--- config.mk ---
export PLATFORM = sky130hd
export DESIGN_NAME = dual_die_seq
export DESIGN_NICKNAME = d
export VERILOG_FILES = /design/src/rtl/ddseq_pkg.sv /design/src/rtl/ddseq_req_check.sv /design/src/rtl/ddseq_splitter.sv /design/src/rtl/dual_die_seq.sv
export SDC_FILE = /design/constraint.sdc
export NUM_CORES = 1
export LEC_CHECK = 0
export BUFFER_PORTS_ARGS = -buffer_cell sky130_fd_sc_hd__clkbuf_2
export CAP_MARGIN = 5
export CELL_PAD_IN_SITES_DETAIL_PLACEMENT = 1
export CELL_PAD_IN_SITES_GLOBAL_PLACEMENT = 2
export CORE_MARGIN = 5
export CORE_UTILIZATION = 34
export CTS_BUF_LIST = sky130_fd_sc_hd__clkbuf_2 sky130_fd_sc_hd__clkbuf_4 sky130_fd_sc_hd__clkbuf_8
export CTS_CLUSTER_SIZE = 25
export DETAILED_ROUTE_END_ITERATION = 7
export MAX_ROUTING_LAYER = met4
export PLACE_DENSITY = 0.75
export SKIP_CTS_REPAIR_TIMING = 1
export SLEW_MARGIN = 20
export SYNTH_ARGS = -nofsm -noshare
export SYNTH_HDL_FRONTEND = slang
export SYNTH_SLANG_ARGS = --single-unit
--- constraint.sdc ---
create_clock -name clk -period 2.4 [get_ports clk]
set_clock_uncertainty 0.15 [all_clocks]
set_input_delay 0.48 -clock clk [delete_from_list [all_inputs] [get_ports clk]]
set_output_delay 0.48 -clock clk [all_outputs]
set_load 0.02 [all_outputs]
--- src/rtl/ddseq_pkg.sv ---
package ddseq_pkg;
    typedef enum logic [2:0] {
        K_READ   = 3'd0,
        K_PROG   = 3'd1,
        K_SERASE = 3'd2,
        K_CERASE = 3'd3,
        K_POLL   = 3'd4,
        K_CFGWR  = 3'd5
    } req_kind_e;

    typedef enum logic [1:0] {
        S_IDLE = 2'd0,
        S_EMIT = 2'd1,
        S_WAIT = 2'd2
    } seq_st_e;

    localparam logic [7:0] OP_READ4    = 8'h13;
    localparam logic [7:0] OP_PROG4    = 8'h12;
    localparam logic [7:0] OP_SERASE4  = 8'hDC;
    localparam logic [7:0] OP_DIE_ERASE = 8'hFE;
    localparam logic [7:0] OP_REG_RD   = 8'h65;
    localparam logic [7:0] OP_REG_WR   = 8'h71;
endpackage

--- src/rtl/ddseq_req_check.sv ---
module ddseq_req_check
    import ddseq_pkg::*;
#(
    parameter int ADDR_W = 27,
    parameter int LEN_W  = ADDR_W + 1
) (
    input  logic [2:0]        kind,
    input  logic [ADDR_W-1:0] addr,
    input  logic [LEN_W-1:0]  len,
    output logic              ok
);
    localparam int SUM_W = LEN_W + 1;
    localparam logic [SUM_W-1:0] SPACE = SUM_W'(1) << ADDR_W;
    localparam logic [SUM_W-1:0] HALF  = SUM_W'(1) << (ADDR_W - 1);

    logic [SUM_W-1:0] span_end;
    logic             zero_len;
    logic             overrun;
    logic             spans_dies;

    always_comb begin
        span_end   = SUM_W'(addr) + SUM_W'(len);
        zero_len   = (len == '0);
        overrun    = (span_end > SPACE);
        spans_dies = !addr[ADDR_W-1] && (span_end > HALF);
        case (kind)
            K_READ:   ok = !zero_len && !overrun;
            K_PROG:   ok = !zero_len && !overrun && !spans_dies;
            K_SERASE, K_CERASE, K_POLL, K_CFGWR: ok = 1'b1;
            default:  ok = 1'b0;
        endcase
    end
endmodule

--- src/rtl/ddseq_splitter.sv ---
module ddseq_splitter #(
    parameter int ADDR_W = 27,
    parameter int LEN_W  = ADDR_W + 1
) (
    input  logic [ADDR_W-1:0] addr,
    input  logic [LEN_W-1:0]  len,
    output logic              split,
    output logic [LEN_W-1:0]  first_cnt,
    output logic [LEN_W-1:0]  second_cnt
);
    localparam logic [LEN_W-1:0] HALF = LEN_W'(1) << (ADDR_W - 1);

    logic [LEN_W-1:0] to_bound;

    always_comb begin
        to_bound   = HALF - LEN_W'(addr);
        split      = !addr[ADDR_W-1] && (len > to_bound);
        first_cnt  = split ? to_bound : len;
        second_cnt = len - to_bound;
    end
endmodule

--- src/rtl/dual_die_seq.sv ---
module dual_die_seq
    import ddseq_pkg::*;
#(
    parameter int ADDR_W = 27
) (
    input  logic              clk,
    input  logic              rst_n,
    input  logic              req_valid,
    output logic              req_ready,
    input  logic [2:0]        req_kind,
    input  logic [ADDR_W-1:0] req_addr,
    input  logic [ADDR_W:0]   req_len,
    output logic              req_err,
    output logic              cmd_valid,
    input  logic              cmd_ready,
    output logic [7:0]        cmd_op,
    output logic [31:0]       cmd_addr,
    output logic [ADDR_W:0]   cmd_cnt,
    input  logic              stat_valid,
    input  logic              stat_busy
);
    localparam int LEN_W = ADDR_W + 1;
    localparam logic [ADDR_W-1:0] DIE1_BASE = {1'b1, {(ADDR_W-1){1'b0}}};
    localparam logic [ADDR_W-1:0] DIE_MASK  = ~DIE1_BASE;

    typedef struct packed {
        seq_st_e           st;
        logic [1:0]        step;
        logic [2:0]        kind;
        logic              split;
        logic [ADDR_W-1:0] nxt_addr;
        logic [LEN_W-1:0]  nxt_cnt;
        logic [7:0]        op;
        logic [ADDR_W-1:0] addr;
        logic [LEN_W-1:0]  cnt;
        logic              vld;
        logic              err;
        logic [ADDR_W-1:0] last;
    } seq_t;

    seq_t q, d;

    logic             req_ok;
    logic             sp_split;
    logic [LEN_W-1:0] sp_first;
    logic [LEN_W-1:0] sp_second;

    ddseq_req_check #(.ADDR_W(ADDR_W), .LEN_W(LEN_W)) u_check (
        .kind (req_kind),
        .addr (req_addr),
        .len  (req_len),
        .ok   (req_ok)
    );

    ddseq_splitter #(.ADDR_W(ADDR_W), .LEN_W(LEN_W)) u_split (
        .addr       (req_addr),
        .len        (req_len),
        .split      (sp_split),
        .first_cnt  (sp_first),
        .second_cnt (sp_second)
    );

    always_comb begin
        d     = q;
        d.err = 1'b0;
        case (q.st)
            S_IDLE: begin
                if (req_valid) begin
                    if (!req_ok) begin
                        d.err = 1'b1;
                    end else begin
                        d.st    = S_EMIT;
                        d.vld   = 1'b1;
                        d.kind  = req_kind;
                        d.step  = 2'd0;
                        d.split = 1'b0;
                        case (req_kind)
                            K_READ: begin
                                d.op       = OP_READ4;
                                d.addr     = req_addr;
                                d.cnt      = sp_first;
                                d.split    = sp_split;
                                d.nxt_addr = DIE1_BASE;
                                d.nxt_cnt  = sp_second;
                            end
                            K_PROG: begin
                                d.op   = OP_PROG4;
                                d.addr = req_addr;
                                d.cnt  = req_len;
                                d.last = req_addr;
                            end
                            K_SERASE: begin
                                d.op   = OP_SERASE4;
                                d.addr = req_addr;
                                d.cnt  = '0;
                                d.last = req_addr;
                            end
                            K_CERASE: begin
                                d.op   = OP_DIE_ERASE;
                                d.addr = '0;
                                d.cnt  = '0;
                                d.last = '0;
                            end
                            K_POLL: begin
                                d.op   = OP_REG_RD;
                                d.addr = q.last;
                                d.cnt  = LEN_W'(1);
                            end
                            default: begin
                                d.op       = OP_REG_WR;
                                d.addr     = req_addr & DIE_MASK;
                                d.cnt      = LEN_W'(1);
                                d.nxt_addr = req_addr | DIE1_BASE;
                            end
                        endcase
                    end
                end
            end
            S_EMIT: begin
                if (cmd_ready) begin
                    d.vld = 1'b0;
                    d.st  = S_IDLE;
                    if (q.kind == K_READ && q.split && q.step == 2'd0) begin
                        d.vld  = 1'b1;
                        d.st   = S_EMIT;
                        d.addr = q.nxt_addr;
                        d.cnt  = q.nxt_cnt;
                        d.step = 2'd1;
                    end else if (q.kind == K_CFGWR && q.step == 2'd0) begin
                        d.vld  = 1'b1;
                        d.st   = S_EMIT;
                        d.addr = q.nxt_addr;
                        d.step = 2'd1;
                    end else if (q.kind == K_CERASE && q.step == 2'd0) begin
                        d.vld  = 1'b1;
                        d.st   = S_EMIT;
                        d.op   = OP_REG_RD;
                        d.addr = '0;
                        d.cnt  = LEN_W'(1);
                        d.step = 2'd1;
                    end else if (q.kind == K_CERASE && q.step == 2'd1) begin
                        d.st = S_WAIT;
                    end
                end
            end
            S_WAIT: begin
                if (stat_valid) begin
                    d.vld = 1'b1;
                    d.st  = S_EMIT;
                    if (!stat_busy) begin
                        d.op   = OP_DIE_ERASE;
                        d.addr = DIE1_BASE;
                        d.cnt  = '0;
                        d.last = DIE1_BASE;
                        d.step = 2'd2;
                    end
                end
            end
            default: d.st = S_IDLE;
        endcase
    end

    always_ff @(posedge clk or negedge rst_n) begin
        if (!rst_n) q <= '0;
        else        q <= d;
    end

    assign req_ready = (q.st == S_IDLE);
    assign req_err   = q.err;
    assign cmd_valid = q.vld;
    assign cmd_op    = q.op;
    assign cmd_addr  = {{(32-ADDR_W){1'b0}}, q.addr};
    assign cmd_cnt   = q.cnt;
endmodule

==> results.cfg, run 1 <==
[yosys]
syn_area_sq_um = 11700
synth_seq_area_share = 0.330
avgSynthCellArea_sq_um = 9.08
yosysMostFrequentCell = dfrtp_1
synth_top_cell_by_area = dfrtp_1
yosys-top-cells-area = dfrtp_1, mux2_2, ha_1, buf_4, o21ai_0
ys_ff_latch = 154
synth-edff-count = 0
netlist-cell-type-count = 83
netlist.area_leader.share = 0.330
synth_cells = 1286
synth_ff_type = dfrtp_1
ys_warn_count = 0
synth_commonest_cells = dfrtp_1, nand2_1, o21ai_0
async_flop_share = 1.00

[status]
status = finished, violations left
violations = negative setup slack

[final_layout]
drive_above_1_share = 0.489
fin_util = 0.524
post-route-cell-area_sq_um = 17700
syn2layout_area_growth_pct = 51.3
nNetsFinal = 1869
antenna_cells = 0

[sta]
setup_ws_ns = -2.62
finalSetupTns_ns = -293.53
rsz0062_at_grt = true
setup_viol = 154
finalMaxSlewViolations = 0
worstMarginPinSlew_ns = 0.873
slew_headroom = 0.417
fin_crit_ns = 5.02
fin_crit_sh = 2.09
whs_ns = 0.170
max_freq_ghz = 0.199
finalHoldViolations = 0

[floorplanning]
ios = 135
fp.coreArea_sq_um = 33700
start_util = 0.346
fp.dieW_um = 195
die_y_um = 195
rows = 67
dieArea_sq_um = 38100

[global_route]
grt_overflow = 0
globalRouteTotalUtil = 0.247
antenna_found_initial = 0
grt_pass1_vias = 12500
grt_first_pass_wirelength_um = 72600
grt_max_degree = 51

[pwr]
p_comb_frac = 0.500
ir_worst_vdd_uv = 360
p_switching_mw = 4.84
p_leak_nw = 8.56
swShare = 0.392
pwr-share-seq = 0.332
cellInternalPower_mw = 7.52
p_per_area_nw_per_um2 = 700
p_clk_frac = 0.168

[worst_setup_path]
cp_top_family = simple AND/OR/NAND/NOR gates
required_ns = 2.70
crit_slowest_cell = or4_4
cp-end-kind = register
crit_fanout = 5
path_cells = buf_6, or3_4, or3_4, or4_4, or4_4, or3b_4, xor2_2, ha_1, nand4_1, or4_4, nor3_4, a2111oi_4, o41a_1, a41o_4, clkbuf_16, mux2_2, o21ai_0, mux2_2
critPathLaunch = req_addr[11]
cp.arrival_ns = 5.32
critPathMaxStageDelay_ns = 0.53
crit_buf_inv = 2
startpoint_type = input pin
r2r_start = q[154]
crit_top_cell = or4_4
path_class = in2reg

[placed_design]
io_buffers = 129
dp_slack_ns = -3.14
gp_congestion = 0.913
dpl.hpwl_um = 37200
placed_cell_area_sq_um = 15700

[clock_tree]
clk_pin_slew_ns = 0.10
cts_tree = yes
clk_latency_ns = 0.51
numCtsBuffers = 17
cts.sinks = 154
cts_buffer_depth = 2
cts_root_buffer = clkbuf_8
htreeDepth = 4

[drt]
drt.antenna.violating_nets = 0
totalWireLength_um = 50100
drc = 0
dr.pass1.iters = 5
vias = 12000
drtIter0Drc = 587
via_per_inst = 5.43
wl_per_cell_um = 22.7

[run]
max_cap_violations = 0

[hold_path]
hold_start = req_addr[23]
hp-class = in2reg
## through the flow
stage / power, mW / instances
after floorplan: 7.66 / 1290
after global placement: 9.30 / 2119
after detailed placement: 9.46 / 2119
after CTS: 11.6 / 2151
after global routing: 13.0 / 2204
final: 12.4 / 2204
## per-layer routing
layer | vias to the layer above | GRT usage | wire length, um
li1 | 5557 | - | -
met1 | 6094 | 0.320 | 22700
met2 | 267 | 0.411 | 24500
met3 | 52 | 0.0305 | 1570
met4 | 0 | 0.0703 | 1310
met5 | - | - | 0
## kinds of logic (layout without fill, tap and decap cells)
kind of cell,Yosys count,after routing,synth area share
AO/OA/AOI/OAI,371,371,0.221
XOR/XNOR,58,58,0.0435
adder cells (fa/ha/maj),62,62,0.0677
buffers and inverters,186,652,0.0856
flip-flops,154,154,0.330
multiplexers,115,115,0.110
other,1,5,0.000321
AND/OR/NAND/NOR,339,339,0.141
## area by class of cell
cell class	instances	area (sq um)
clock buffer	17	234
clock inverter	15	153
fill	3831	16000
inverter	57	214
multi-input combinational	950	8110
sequential	154	3850
tap	448	561
timing repair buffer	563	4540
## final timing paths
kind,end,slack [ns],cells after the start
max in group asynchronous,q[6],1.16,3
min in group asynchronous,q[151],0.30,2
hold / removal,q[143],0.17,2
setup reg to reg,cmd_cnt[27],-0.11,9
hold reg to reg,q[147],0.35,2
setup / recovery,cmd_cnt[4],-2.62,18
## cell usage in the layout, fill, tap and decap left out, types with 50 or more instances in the layout
master / count
nand2_1: 113
clkbuf_2: 123
dfrtp_1: 154
ha_1: 52
a21oi_1: 50
buf_4: 372
a22o_1: 52
inv_1: 55
mux2_4: 88
nor2_1: 62
## flip-flops by register name (all words and copies together), names as in the netlist
name / cells
cmd_op: 7
req_err: 1
q: 90
cmd_cnt: 28
cmd_valid: 1
cmd_addr: 27
## power groups by stage
| stage | clock (mW) | sequential (mW) | combinational [mW] |
|---|---|---|---|
| floorplan | 0 | 3.93 | 3.73 |
| detailed placement | 0 | 4.10 | 5.36 |
| finish | 2.08 | 4.10 | 6.18 |
| global placement | 0 | 4.06 | 5.24 |
| CTS | 2.13 | 4.07 | 5.39 |
| global route | 2.26 | 4.20 | 6.54 |
Power figures use the tool's default switching activity.
==> run 2: changes to the inputs <==
Settings changed: ABC_AREA set to 1, CORE_MARGIN 5 to 1.5, CORE_UTILIZATION 34 to 30.
==> run 2 against run 1 <==
Effect of this change:
- the run still ends with negative setup slack left
- worst setup slack better by 1.2 ns
- first-iteration DRC count grew 25%
- maximum frequency increased by 32%
- non-clock buffer count fell by 64
- utilization down 9.4 points
- critical path type unchanged
- count of clock-buffer cells in the layout increased by 1
- clock power down 6%
- cell area decreased by 2.8%
- global-route usage increased by 0.40 points
==> results.cfg, run 2 <==
[status]
status = finished, violations left
violations = negative setup slack

[final_layout]
largest_register = q
final_common_cell = nand2_1
most-common-layout-cells = nand2_1, buf_4, inv_1, dfrtp_1, clkbuf_2
nNetsFinal = 2414
post-route-cell-area_sq_um = 17200
fin_util = 0.430
largest_reg_flops = 90
syn2layout_area_growth_pct = 40.8
drive_above_1_share = 0.298
antenna_cells = 0

[worst_setup_path]
path_class = in2reg
startpoint_type = input pin
crit_slowest_cell = nor4_2
crit_buf_inv = 4
critPathMaxStageDelay_ns = 0.36
crit_top_cell = nand2_1
r2r_slack_ns = 0.04
cp_top_family = simple AND/OR/NAND/NOR gates
cp.arrival_ns = 4.07
cp-end-kind = register
required_ns = 2.68
crit_fanout = 8

[drt]
drtIter0Drc = 733
drt.antenna.violating_nets = 0
drc = 0
vias = 13500
totalWireLength_um = 51600
wl_per_cell_um = 18.3
via_per_inst = 4.80
dr.pass1.iters = 5

[sta]
fin_crit_sh = 1.58
fin_crit_ns = 3.79
finalMaxSlewViolations = 0
finalHoldViolations = 0
worstMarginPinSlew_ns = 0.573
setup_viol = 154
rsz0062_at_grt = true
max_freq_ghz = 0.264
slew_headroom = 0.618
setup_ws_ns = -1.39

[pwr]
p_per_area_nw_per_um2 = 663
p_leak_nw = 9.32
ir_worst_vdd_uv = 399

[floorplanning]
ios = 135
rows = 73
fp.coreArea_sq_um = 39900
die_y_um = 205
fp.dieW_um = 205
dieArea_sq_um = 41800
start_util = 0.305

[yosys]
synth_top_cell_by_area = dfrtp_1
ys_warn_count = 0
synth_seq_area_share = 0.316
ys_ff_latch = 154
yosys-top-cells-area = dfrtp_1, nand2_1, o21ai_0, ha_1, inv_1
synth_commonest_cells = nand2_1, inv_1, dfrtp_1
synth-edff-count = 0
synth_cells = 1882
syn_area_sq_um = 12200
avgSynthCellArea_sq_um = 6.48
async_flop_share = 1.00
netlist-cell-type-count = 46
yosysMostFrequentCell = nand2_1
synth_ff_type = dfrtp_1
netlist.area_leader.share = 0.316

[clock_tree]
cts_root_buffer = clkbuf_8
numCtsBuffers = 17
clk_latency_ns = 0.49
cts_tree = yes
cts.sinks = 154
cts_buffer_depth = 2
clk_pin_slew_ns = 0.08
htreeDepth = 4

[hold_path]
hp-class = in2reg

[global_route]
grt_pass1_vias = 14100
grt_max_degree = 55
grt_overflow = 0
antenna_found_initial = 0
grt_first_pass_wirelength_um = 78200
globalRouteTotalUtil = 0.251

[run]
max_cap_violations = 0

[placed_design]
dp_slack_ns = -2.10
placed_cell_area_sq_um = 15800
io_buffers = 129
dpl.hpwl_um = 40700
gp_congestion = 0.925
run 2: cell count changes in the layout (fill, tap and decap cells not counted), moves of 30 or more:
cell     previous run  this run
o21ai_1            32        96
nand2_1           113       750
mux2_4             88         0
nand3_1            17        64
nand2_2             4        34
a22o_1             52         0
inv_1              55       172
buf_4             372       337
run 2: logic make-up after synthesis:
group / synth area share
other: 0.000308
AND/OR/NAND/NOR: 0.357
AO/OA/AOI/OAI: 0.103
multiplexers: 0.000924
buffers and inverters: 0.117
adder cells (fa/ha/maj): 0.0649
flip-flops: 0.316
XOR/XNOR: 0.0402
run 2: area by class of cell:
type	instances	area [sq um]
Multi-Input combinational cell	1427	7730
Sequential cell	154	3850
Timing Repair inverter	2	20.0
Timing Repair Buffer	499	3800
Fill cell	5116	22800
Clock buffer	18	248
Tap cell	525	657
Inverter	187	751
Clock inverter	9	104
run 2: power breakdown:
part | switching [mW] | leakage, nW | internal (mW)
combinational | 3.29 | 7.10 | 2.15
sequential | 0.524 | 2.04 | 3.47
clock | 1.03 | 0.178 | 0.914
total | 4.84 | 9.32 | 6.53
run 2: final timing paths:
kind,startpoint,end,depth (start not counted)
setup / recovery,req_addr[1],cmd_cnt[11],27
hold / removal,req_kind[1],q[149],3
setup reg to reg,q[153],cmd_addr[11],11
hold reg to reg,q[146],q[146],2
max in group asynchronous,rst_n,cmd_cnt[9],3
min in group asynchronous,rst_n,cmd_addr[10],2
run 2: layer usage:
layer	share of wire	GRT usage	up-vias
met5	0	-	-
li1	-	-	6707
met3	0.026	0.0275	57
met4	0.032	0.0903	0
met2	0.49	0.420	208
met1	0.45	0.313	6559
run 2: stage by stage:
stage / instances / power (mW) / setup TNS, ns / hold WS, ns
3_5_place_dp: 2763 / 9.07 / -283.14 / 0.298
4_1_cts: 2790 / 11.1 / -199.66 / -0.220
2_1_floorplan: 1886 / 7.33 / -123.02 / 0.0344
3_3_place_gp: 2763 / 8.93 / -274.91 / 0.283
5_1_grt: 2821 / 12.2 / -201.10 / 0.213
6_report: 2821 / 11.4 / -171.54 / 0.219
run 2: worst register-to-register path, cell delays in order, from the launching register on:
cell and delay [ns]:
dfrtp_1 0.41, inv_1 0.08, ha_1 0.26, nand2_1 0.14, inv_1 0.05, a21oi_1 0.28
a21oi_1 0.08, nor3_1 0.28, nand3_4 0.18, buf_12 0.20, nand2_1 0.09, nand2_1 0.05
